===== config.mk =====
export PLATFORM = sky130hd
export DESIGN_NAME = lcd_raster_timer
export DESIGN_NICKNAME = d
export VERILOG_FILES = /design/src/rtl/lcdt_pkg.sv /design/src/rtl/lcdt_shadow.sv /design/src/rtl/lcdt_axis.sv /design/src/rtl/lcdt_irq.sv /design/src/rtl/lcd_raster_timer.sv
export SDC_FILE = /design/constraint.sdc
export NUM_CORES = 1
export LEC_CHECK = 0
export CORE_ASPECT_RATIO = 0.9
export CORE_MARGIN = 2
export CORE_UTILIZATION = 25
export CTS_CLUSTER_SIZE = 16
export DETAILED_ROUTE_END_ITERATION = 6
export PLACE_DENSITY = 0.46
export SYNTH_ARGS = -nofsm -noshare
export SYNTH_HDL_FRONTEND = slang
export SYNTH_HIERARCHICAL = 1
export SYNTH_SLANG_ARGS = --single-unit

===== constraint.sdc =====
create_clock -name clk -period 7.75 [get_ports clk]
set_input_delay 2.325 -clock clk [delete_from_list [all_inputs] [get_ports clk]]
set_output_delay 2.325 -clock clk [all_outputs]
set_load 0.05 [all_outputs]

===== src/rtl/lcdt_pkg.sv =====
package lcdt_pkg;
    typedef enum logic [1:0] {PH_SYNC, PH_BACK, PH_ACTIVE, PH_FRONT} phase_e;

    localparam int NCAUSE   = 3;
    localparam int C_FRAME  = 0;
    localparam int C_DISP   = 1;
    localparam int C_MATCH  = 2;

    localparam int NF       = 9;
    localparam int F_HSE    = 0;
    localparam int F_HDS    = 1;
    localparam int F_HACT   = 2;
    localparam int F_HTOT   = 3;
    localparam int F_VSE    = 4;
    localparam int F_VDS    = 5;
    localparam int F_VACT   = 6;
    localparam int F_VTOT   = 7;
    localparam int F_LINE   = 8;
endpackage


===== src/rtl/lcdt_shadow.sv =====
module lcdt_shadow
    import lcdt_pkg::*;
#(
    parameter int CW = 16,
    parameter logic [NF*CW-1:0] INIT = '0
) (
    input  logic                    clk,
    input  logic                    rst_n,
    input  logic                    load_i,
    input  logic [NF-1:0][CW-1:0]   cfg_i,
    output logic [NF-1:0][CW-1:0]   act_o
);
    for (genvar f = 0; f < NF; f++) begin : g_field
        always_ff @(posedge clk or negedge rst_n) begin
            if (!rst_n) begin
                act_o[f] <= INIT[f*CW +: CW];
            end else if (load_i) begin
                act_o[f] <= cfg_i[f];
            end
        end
    end

    // timing in use only changes at a frame boundary
    assert_hold_between_frames_R9: assert property (@(posedge clk) disable iff (!rst_n)
        !load_i |=> $stable(act_o));
endmodule


===== src/rtl/lcdt_axis.sv =====
module lcdt_axis
    import lcdt_pkg::*;
#(
    parameter int CW = 16
) (
    input  logic          clk,
    input  logic          rst_n,
    input  logic          adv_i,
    input  logic [CW-1:0] total_i,
    input  logic [CW-1:0] sync_end_i,
    input  logic [CW-1:0] disp_start_i,
    input  logic [CW-1:0] act_len_i,
    output logic [CW-1:0] cnt_o,
    output logic          wrap_o,
    output phase_e        phase_o
);
    localparam int EW = CW + 1;

    logic [EW-1:0] cnt_inc;
    logic [EW-1:0] act_end;

    assign cnt_inc = {1'b0, cnt_o} + EW'(1);
    assign act_end = {1'b0, disp_start_i} + {1'b0, act_len_i};
    assign wrap_o  = adv_i && (cnt_inc >= {1'b0, total_i});

    always_ff @(posedge clk or negedge rst_n) begin
        if (!rst_n) begin
            cnt_o <= '0;
        end else if (wrap_o) begin
            cnt_o <= '0;
        end else if (adv_i) begin
            cnt_o <= cnt_inc[CW-1:0];
        end
    end

    always_comb begin
        if (cnt_o < sync_end_i) begin
            phase_o = PH_SYNC;
        end else if (cnt_o < disp_start_i) begin
            phase_o = PH_BACK;
        end else if ({1'b0, cnt_o} < act_end) begin
            phase_o = PH_ACTIVE;
        end else begin
            phase_o = PH_FRONT;
        end
    end

    // the count never leaves 0..total-1
    assert_cnt_in_range_R1: assert property (@(posedge clk) disable iff (!rst_n)
        (total_i != '0) |-> (cnt_o < total_i));
    // a wrap returns the count to 0
    assert_wrap_to_zero_R1: assert property (@(posedge clk) disable iff (!rst_n)
        wrap_o |=> (cnt_o == '0));
    // without an advance the count holds
    assert_hold_no_adv_R2: assert property (@(posedge clk) disable iff (!rst_n)
        !adv_i |=> $stable(cnt_o));
endmodule


===== src/rtl/lcdt_irq.sv =====
module lcdt_irq
    import lcdt_pkg::*;
(
    input  logic              clk,
    input  logic              rst_n,
    input  logic [NCAUSE-1:0] ev_i,
    input  logic [NCAUSE-1:0] clr_i,
    input  logic [NCAUSE-1:0] mask_i,
    output logic [NCAUSE-1:0] stat_o,
    output logic              irq_o
);
    for (genvar i = 0; i < NCAUSE; i++) begin : g_cause
        always_ff @(posedge clk or negedge rst_n) begin
            if (!rst_n) begin
                stat_o[i] <= 1'b0;
            end else if (ev_i[i]) begin
                stat_o[i] <= 1'b1;
            end else if (clr_i[i]) begin
                stat_o[i] <= 1'b0;
            end
        end

        // an event latches
        assert_set_on_event_R6: assert property (@(posedge clk) disable iff (!rst_n)
            ev_i[i] |=> stat_o[i]);
        // a set bit stays set without a clear
        assert_sticky_R6: assert property (@(posedge clk) disable iff (!rst_n)
            (stat_o[i] && !clr_i[i]) |=> stat_o[i]);
        // a clear without a new event empties the bit
        assert_clear_R7: assert property (@(posedge clk) disable iff (!rst_n)
            (clr_i[i] && !ev_i[i]) |=> !stat_o[i]);
    end

    assign irq_o = |(stat_o & mask_i);

    // nothing is signalled with all causes masked
    assert_masked_quiet_R8: assert property (@(posedge clk) disable iff (!rst_n)
        (mask_i == '0) |-> !irq_o);
endmodule


===== src/rtl/lcd_raster_timer.sv =====
module lcd_raster_timer
    import lcdt_pkg::*;
#(
    parameter int CW       = 16,
    parameter int DEF_HSE  = 1,
    parameter int DEF_HDS  = 2,
    parameter int DEF_HACT = 4,
    parameter int DEF_HTOT = 8,
    parameter int DEF_VSE  = 1,
    parameter int DEF_VDS  = 2,
    parameter int DEF_VACT = 3,
    parameter int DEF_VTOT = 7,
    parameter int DEF_LINE = 5
) (
    input  logic          clk,
    input  logic          rst_n,
    input  logic [CW-1:0] cfg_hsync_end,
    input  logic [CW-1:0] cfg_hdisp_start,
    input  logic [CW-1:0] cfg_hactive,
    input  logic [CW-1:0] cfg_htotal,
    input  logic [CW-1:0] cfg_vsync_end,
    input  logic [CW-1:0] cfg_vdisp_start,
    input  logic [CW-1:0] cfg_vactive,
    input  logic [CW-1:0] cfg_vtotal,
    input  logic [CW-1:0] cfg_line_match,
    input  logic [1:0]    sync_pol,
    input  logic [2:0]    irq_mask,
    input  logic [2:0]    irq_clear,
    output logic          hsync_o,
    output logic          vsync_o,
    output logic          de_o,
    output logic [CW-1:0] line_o,
    output logic          vsyncing_o,
    output logic          vblank_o,
    output logic [2:0]    irq_stat_o,
    output logic          irq_o
);
    localparam int EW = CW + 1;
    localparam logic [NF*CW-1:0] INIT = {
        CW'(DEF_LINE), CW'(DEF_VTOT), CW'(DEF_VACT), CW'(DEF_VDS), CW'(DEF_VSE),
        CW'(DEF_HTOT), CW'(DEF_HACT), CW'(DEF_HDS), CW'(DEF_HSE)};

    logic [NF-1:0][CW-1:0] cfg_vec;
    logic [NF-1:0][CW-1:0] act;
    logic [CW-1:0]         h_cnt;
    logic [CW-1:0]         v_cnt;
    logic                  h_wrap;
    logic                  v_wrap;
    logic                  frame_end;
    phase_e                h_phase;
    phase_e                v_phase;
    logic                  hs_raw, vs_raw, h_act, v_act;
    logic [NCAUSE-1:0]     ev;
    logic                  line_start;

    assign cfg_vec[F_HSE]  = cfg_hsync_end;
    assign cfg_vec[F_HDS]  = cfg_hdisp_start;
    assign cfg_vec[F_HACT] = cfg_hactive;
    assign cfg_vec[F_HTOT] = cfg_htotal;
    assign cfg_vec[F_VSE]  = cfg_vsync_end;
    assign cfg_vec[F_VDS]  = cfg_vdisp_start;
    assign cfg_vec[F_VACT] = cfg_vactive;
    assign cfg_vec[F_VTOT] = cfg_vtotal;
    assign cfg_vec[F_LINE] = cfg_line_match;

    assign frame_end = h_wrap && v_wrap;

    lcdt_shadow #(.CW(CW), .INIT(INIT)) u_shadow (
        .clk    (clk),
        .rst_n  (rst_n),
        .load_i (frame_end),
        .cfg_i  (cfg_vec),
        .act_o  (act)
    );

    lcdt_axis #(.CW(CW)) u_hax (
        .clk          (clk),
        .rst_n        (rst_n),
        .adv_i        (1'b1),
        .total_i      (act[F_HTOT]),
        .sync_end_i   (act[F_HSE]),
        .disp_start_i (act[F_HDS]),
        .act_len_i    (act[F_HACT]),
        .cnt_o        (h_cnt),
        .wrap_o       (h_wrap),
        .phase_o      (h_phase)
    );

    lcdt_axis #(.CW(CW)) u_vax (
        .clk          (clk),
        .rst_n        (rst_n),
        .adv_i        (h_wrap),
        .total_i      (act[F_VTOT]),
        .sync_end_i   (act[F_VSE]),
        .disp_start_i (act[F_VDS]),
        .act_len_i    (act[F_VACT]),
        .cnt_o        (v_cnt),
        .wrap_o       (v_wrap),
        .phase_o      (v_phase)
    );

    always_comb begin
        hs_raw = 1'b0;
        h_act  = 1'b0;
        unique case (h_phase)
            PH_SYNC:   hs_raw = 1'b1;
            PH_BACK:   ;
            PH_ACTIVE: h_act  = 1'b1;
            PH_FRONT:  ;
        endcase
        vs_raw = 1'b0;
        v_act  = 1'b0;
        unique case (v_phase)
            PH_SYNC:   vs_raw = 1'b1;
            PH_BACK:   ;
            PH_ACTIVE: v_act  = 1'b1;
            PH_FRONT:  ;
        endcase
    end

    assign hsync_o    = sync_pol[0] ? hs_raw : ~hs_raw;
    assign vsync_o    = sync_pol[1] ? vs_raw : ~vs_raw;
    assign de_o       = h_act && v_act;
    assign line_o     = v_cnt;
    assign vsyncing_o = vs_raw;
    assign vblank_o   = (v_cnt < act[F_VDS]) ||
                        ({1'b0, v_cnt} > ({1'b0, act[F_VDS]} + {1'b0, act[F_VACT]}));

    assign line_start  = (h_cnt == '0);
    assign ev[C_FRAME] = line_start && (v_cnt == '0);
    assign ev[C_DISP]  = line_start && (v_cnt == act[F_VDS]);
    assign ev[C_MATCH] = line_start && (v_cnt == act[F_LINE]);

    lcdt_irq u_irq (
        .clk    (clk),
        .rst_n  (rst_n),
        .ev_i   (ev),
        .clr_i  (irq_clear),
        .mask_i (irq_mask),
        .stat_o (irq_stat_o),
        .irq_o  (irq_o)
    );

    // an enabled pixel is never inside vertical blanking
    assert_de_not_blank_R4: assert property (@(posedge clk) disable iff (!rst_n)
        de_o |-> !vblank_o);
    // the line number only moves on a horizontal wrap
    assert_line_moves_on_wrap_R2: assert property (@(posedge clk) disable iff (!rst_n)
        (line_o != $past(line_o)) |-> $past(h_wrap));
endmodule


# After elaboration in Yosys (flattened, before gate mapping)

Index checks and enable logic that the tools add are counted.

Muxes and demuxes: 21
Order comparisons: 9
Reduce and logical (&&, ||, !) cells: 16
Bitwise gates (word level): 3
Add/sub/neg operators: 4
Equality and inequality tests: 4

Operators with widths:

| kind                                           | number |
|---|---|
| < comparator 16 bit                            | 4 |
| 2-to-1 mux 16 bit                              | 3 |
| adder 16 x 1 -> 17 bit (second input constant) | 2 |
| adder 16 x 16 -> 17 bit                        | 2 |
| greater-or-equal comparator 17 x 16 -> 1 bit   | 2 |
| < comparator 16 x 17 -> 1 bit                  | 2 |
| equality test 16 bit                           | 2 |
| zero test 16 bit                               | 2 |
| > comparator 16 x 17 -> 1 bit                  | 1 |
| 2-to-1 mux 1 bit                               | 14 |
| 2-to-1 mux 2 bit                               | 4 |
| nonzero test 2 bit                             | 4 |
| logical AND 1 bit                              | 6 |
| equality test 2 bit (second input constant)    | 2 |
| zero test 2 bit                                | 2 |
| bitwise AND 3 bit                              | 1 |
| OR reduction 3 bit                             | 1 |
| inverter 1 bit                                 | 2 |
| logical OR 1 bit                               | 1 |

Word-level logic and storage cells: 71
Bits in registers: 179
Output and inout bits: 25
Bits of input ports: 154

# Depth between registers and ports, before layout

Depth in word-level cells: 9
Mapped depth: 20
Gate-level depth less buffers: 17

# By module

Netlist, hierarchy kept.

By module, submodules not included:

| module           | cells an instance | seq. area each (µm²) | instances | area each (µm²) |
|---|---|---|---|---|
| lcdt_axis        | 402               | 400.4                | 2         | 3229.3 |
| lcdt_shadow      | 304               | 3619.7               | 1         | 5596.6 |
| lcd_raster_timer | 225               | 0.0                  | 1         | 1752.9 |
| lcdt_irq         | 11                | 75.1                 | 1         | 123.9 |

# Least setup slack after synthesis

Ideal clock, no wire load.

Kind: flip-flop to output port
Start: reg u_shadow/act_o[80] (netlist bit)
End: out de_o
Slack: 0.467 ns
Required time: 5.425 ns
Arrival: 4.958 ns
Stages on the path, launching flop included: 17
Path buffers: 0
Cell sequence: dfrtp_1 > ha_1 > fa_1 > a211oi_2 > nor2_1 > a2111o_1 > a31oi_1 > o21bai_2 > xnor2_1 > ha_1 > a211oi_1 > nor2_1 > a2111oi_0 > o211ai_1 > nand4_1 > a21boi_1 > nor4bb_1

Word-level cells in the longest chain between the ends: 8
Elaborated cells between the ends (all ways): 9
Those cells by class: add/sub: 1; order compare: 2; eq/ne: 1; mux: 4; reduce/logical: 1

Ends and longest elaborated chain:

| what                              | RTL line                | text |
|---|---|---|
| from (decl)                       | lcdt_shadow.sv:11       | `output logic [NF-1:0][CW-1:0] act_o` |
| from (signal, indexed assignment) | lcdt_shadow.sv:16       | `act_o[f] <= INIT[f*CW +: CW];` |
| from (signal, indexed assignment) | lcdt_shadow.sv:18       | `act_o[f] <= cfg_i[f];` |
| adder 16 x 16 -> 17 bit           | lcdt_axis.sv:23         | `assign act_end = {1'b0, disp_start_i} + {1'b0, act_len_i};` |
| < comparator 16 x 17 -> 1 bit     | lcdt_axis.sv:41         | `end else if ({1'b0, cnt_o} < act_end) begin` |
| 2-to-1 mux 1 bit                  | lcdt_axis.sv:41         |  |
| 2-to-1 mux 2 bit *                | lcdt_axis.sv:39         | `end else if (cnt_o < disp_start_i) begin` |
| 2-to-1 mux 2 bit *                | lcdt_axis.sv:37         | `if (cnt_o < sync_end_i) begin` |
| via v_phase[0]                    | lcd_raster_timer.sv:51  | `phase_e v_phase;` |
| equality test 2 bit *             | lcd_raster_timer.sv:113 | `unique case (v_phase)` |
| 2-to-1 mux 1 bit *                | lcd_raster_timer.sv:113 |  |
| logical AND 1 bit *               | lcd_raster_timer.sv:123 | `assign de_o = h_act && v_act;` |
| to (decl)                         | lcd_raster_timer.sv:31  | `output logic de_o,` |

Mark *: on every way through the listed nets, which the timed path passes. The rest lies on a longest branch.

# Worst setup path in the final report

Start: reg u_shadow/act_o[80] (netlist bit)
End: out vsync_o

Word-level cells in the longest chain between the ends: 9
Elaborated cells between the ends (all ways): 10
Those cells by class: add/sub: 1; order compare: 2; mux: 5; bitwise: 1; reduce/logical: 1

Ends and longest elaborated chain:

| what                          | RTL line                | text |
|---|---|---|
| adder 16 x 16 -> 17 bit       | lcdt_axis.sv:23         |  |
| < comparator 16 x 17 -> 1 bit | lcdt_axis.sv:41         |  |
| 2-to-1 mux 1 bit              | lcdt_axis.sv:41         |  |
| 2-to-1 mux 2 bit *            | lcdt_axis.sv:39         |  |
| 2-to-1 mux 2 bit *            | lcdt_axis.sv:37         |  |
| via v_phase[0]                | lcd_raster_timer.sv:51  |  |
| zero test 2 bit *             | lcd_raster_timer.sv:113 |  |
| 2-to-1 mux 1 bit *            | lcd_raster_timer.sv:113 |  |
| inverter 1 bit                | lcd_raster_timer.sv:122 | `assign vsync_o = sync_pol[1] ? vs_raw : ~vs_raw;` |
| 2-to-1 mux 1 bit *            | lcd_raster_timer.sv:122 |  |
| to (decl)                     | lcd_raster_timer.sv:30  | `output logic vsync_o,` |

Marks and branches as above.

==> metrics.md <==
| Metric | Value |
|---|---|
| DRT iter0 DRCs | 499 |
| Yosys reg bits | 179 |
| Core Box Area | 55400 sq um |
| Largest family of logic cells by synthesized area | adder cells |
| Pre-Repair DR Iteration Count | 5 |
| FF+latch area | 4496 sq um |
| Post-CTS Setup Inserts | 0 |
| Min Tclk post-route | 7.344 ns |
| Wire length on met2 | 19.74 mm |
| Setup TNS | 0 ns |
| CP Max Fanout | 5 |
| Final hold violations | 0 |
| Max_slew headroom | 39.49% |
| Power density over the cells | 372.0 nW/um^2 |
| Pleak | 7.818 nW |
| TritonCTS clock tree | done |
| Compound-cell area share of the yosys netlist | 15.11% |
| RePlAce Congestion | 0.8191 |
| Remaining DRCs | 0 |
| Slew @ Worst Pin | 0.9076 ns |
| Max frequency | 136.2 MHz |
| Critical Setup Path Class | reg -> out |
| Max_cap viols | 0 |
| Post-synthesis mux area share | 13.26% |
| Global-route wire length before repair | 64.94 mm |
| Vias in the first global route | 11252 |
| Sequential cell area fraction in the yosys report | 32.27% |
| Mapped cell area | 13930 sq um |
| Share of cells above drive strength 1 | 15.86% |
| Vias post-DR | 10728 |
| Final Setup Violations | 0 |
| Worst Hold Slack | 0.5111 ns |
| Hold_buf cts | 0 |
| VDD IR max | 0.0002958 V |
| WL met1 | 19.97 mm |
| Inserted Clock Buffers | 17 |
| PortBufs | 178 |
| Crit path launch type | register |
| Synth Area in Adders | 18.75% |
| Initial antenna violation count | 0 |
| Tcrit/Tclk final | 94.77% |
| Simple-Gate Fraction of Synth Area | 10.35% |
| Largest net degree at the start of global routing | 93 |
| Clk sinks | 179 |
| RSZ-0062 raised after global routing | false |
| Floorplan row count | 82 |
| CTS Buffer Depth | 2 |
| Die area | 57640 sq um |
| CTS Root Cell | clkbuf_16 |
| Ports | 179 |
| Top sig layer | met4 |
| Die H | 228.0 um |
| HPWL Detailed | 31.68 mm |
| Count of cell types in the netlist | 72 |
| Area of the multi-input gates | 8757 sq um |
| Post-Syn Area per Cell | 10.37 sq um |
| H-tree lvl count | 4 |
| Syn nets | 1705 |
| Avg WL per Cell | 18.58 um |
| Clk pin slew, worst setup/hold paths | 0.07 ns |
| Critical Path RT | 5.43 ns |
| Post-synth EDFFs | 0 |
| Synth warn | 6 |
| Setup WS post-layout | 0.4056 ns |
| Via density per instance | 4.764 |
| GR Overflow Total | 0 |
| Ant. Diodes | 0 |
| Detailed Route WL | 41.84 mm |
| Cells after Synth | 1344 |
| DRT antenna net count | 0 |
| Status | finished clean |
| P&R area growth vs syn | 22.95% |
| Clk_lat worst skew | 0.49 ns |
| Routed wl met3 | 1.406 mm |
| Worst Path Arrival | 5.02 ns |
| Post-Synth XOR/XNOR Area | 5.281% |
| Synth async-reset ratio | 100.0% |
| Worst clock skew | 0.01281 ns |
| Post-place setup slack | 0.3446 ns |
| Die width | 252.8 um |
| Fill count | 5696 |
| Layout net count | 1886 |
| Hold Crit Class | reg -> reg |
| CP Capture Type | output pin |
| Post_cts resized | 2 |
| Final Slew Violations | 0 |
| Total GRT Usage | 14.85% |
| Initial Util | 25.15% |
| Predominant post-synthesis flop cell | dfrtp_1 |
## stage by stage
| stage | area, sq um | total power [mW] | utilization [%] | std cells |
|---|---|---|---|---|
| finish | 17130 | 6.373 | 30.92 | 2252 |
| global route | 17130 | 7.020 | 30.92 | 2252 |
| CTS | 17130 | 6.452 | 30.93 | 2252 |
| detailed placement | 16530 | 5.477 | 29.84 | 2220 |
| global placement | 16530 | 5.410 | 29.84 | 2220 |
| floorplan | 13930 | 4.423 | - | 1344 |
## state kept, by name, indices dropped and copies added (netlist names)
signal	flops
u_vax/cnt_o	16
u_irq/stat_o	3
u_shadow/act_o	144
u_hax/cnt_o	16
## synth_stat cells (12+ instances only)
| library cell | number | area [sq um] |
|---|---|---|
| dfrtp_1 | 166 | 4154 |
| nor2_1 | 47 | 176.4 |
| o211ai_1 | 14 | 105.1 |
| o2bb2ai_1 | 16 | 140.1 |
| nand4_1 | 26 | 162.7 |
| mux2_2 | 84 | 945.9 |
| mux2_4 | 60 | 900.9 |
| xor2_1 | 45 | 394.1 |
| inv_1 | 131 | 491.7 |
| nor4_1 | 18 | 112.6 |
| a21oi_1 | 65 | 325.3 |
| dfstp_2 | 13 | 341.6 |
| buf_2 | 12 | 60.06 |
| xnor2_1 | 39 | 341.6 |
| nand2_1 | 79 | 296.5 |
| ha_1 | 204 | 2552 |
| a21o_1 | 38 | 285.3 |
| nand3_1 | 36 | 180.2 |
| o21a_1 | 15 | 112.6 |
| o21ai_0 | 52 | 260.3 |
## layout by cell type (no fill, tap or decap), drive strengths merged, types with 9 or more instances in the layout
master and count:
o211ai 14, nand3 38, clkbuf 20, dfrtp 166, xnor2 39, o21ai 57, dfstp 13, o2bb2ai 20
a211o 9, buf 15, a21oi 65, nor4 21, clkdlybuf4s50 172, nor2 47, a31oi 10, a21o 41
mux2 144, nand2 79, nand4 28, o21a 15, nor3 10, ha 204, a211oi 15, xor2 45
and3 10, inv 136
## routing by layer
metal	global-route usage (%)	up-vias
met2	24.80	206
met3	2.910	38
met5	0	-
met1	19.37	5191
met4	4.290	0
li1	-	5293
## worst max-delay path, stage by stage (launching register included)
cell and delay [ns]:
dfrtp_1 0.44, ha_1 0.27, fa_1 0.46, a211oi_2 0.31, nor2_1 0.11, a2111o_1 0.39, a31oi_1 0.33, o21bai_2 0.10
xnor2_1 0.14, ha_1 0.30, a211oi_1 0.24, nor2_1 0.08, a2111oi_1 0.39, o211ai_1 0.17, nand4_1 0.13, a21boi_1 0.09
nor2_1 0.21, xnor2_1 0.14, buf_4 0.21
## cell type report
| class | instances | area share (%) |
|---|---|---|
| Clock buffer | 18 | 2.564 |
| Timing Repair Buffer | 190 | 11.01 |
| Sequential cell | 179 | 26.24 |
| Multi-Input combinational cell | 1006 | 51.12 |
| Inverter | 131 | 2.870 |
| Tap cell | 714 | 5.215 |
| Clock inverter | 14 | 0.9787 |
## power breakdown
group	leakage, nW	total [mW]	switching (mW)	internal, mW
logic	5.22	3.70	1.98	1.72
clock network	0.295	0.928	0.436	0.492
registers	2.30	1.75	0.427	1.32
## path summary, 6_finish.rpt
path	from	endpoint	slack (ns)	cells after the start
max	u_shadow/act_o[80]	vsync_o	0.41	18
min	u_shadow/act_o[119]	u_shadow/act_o[119]	0.51	1
max reg2reg	u_hax/cnt_o[0]	u_shadow/act_o[33]	1.94	16
min reg2reg	u_shadow/act_o[119]	u_shadow/act_o[119]	0.51	1
max in group asynchronous	rst_n	u_shadow/act_o[81]	4.82	2
min in group asynchronous	rst_n	u_shadow/act_o[62]	1.89	1
## cell families after synthesis
kind of cell | count (synthesis)
buffers and inverters | 159
adders and majority gates | 207
DFF | 179
muxes | 144
xor gates and xnor gates | 84
AOI/OAI and AO/OA | 294
and+or+nand+nor | 276
other | 1
(Power assumes the default switching activity.)
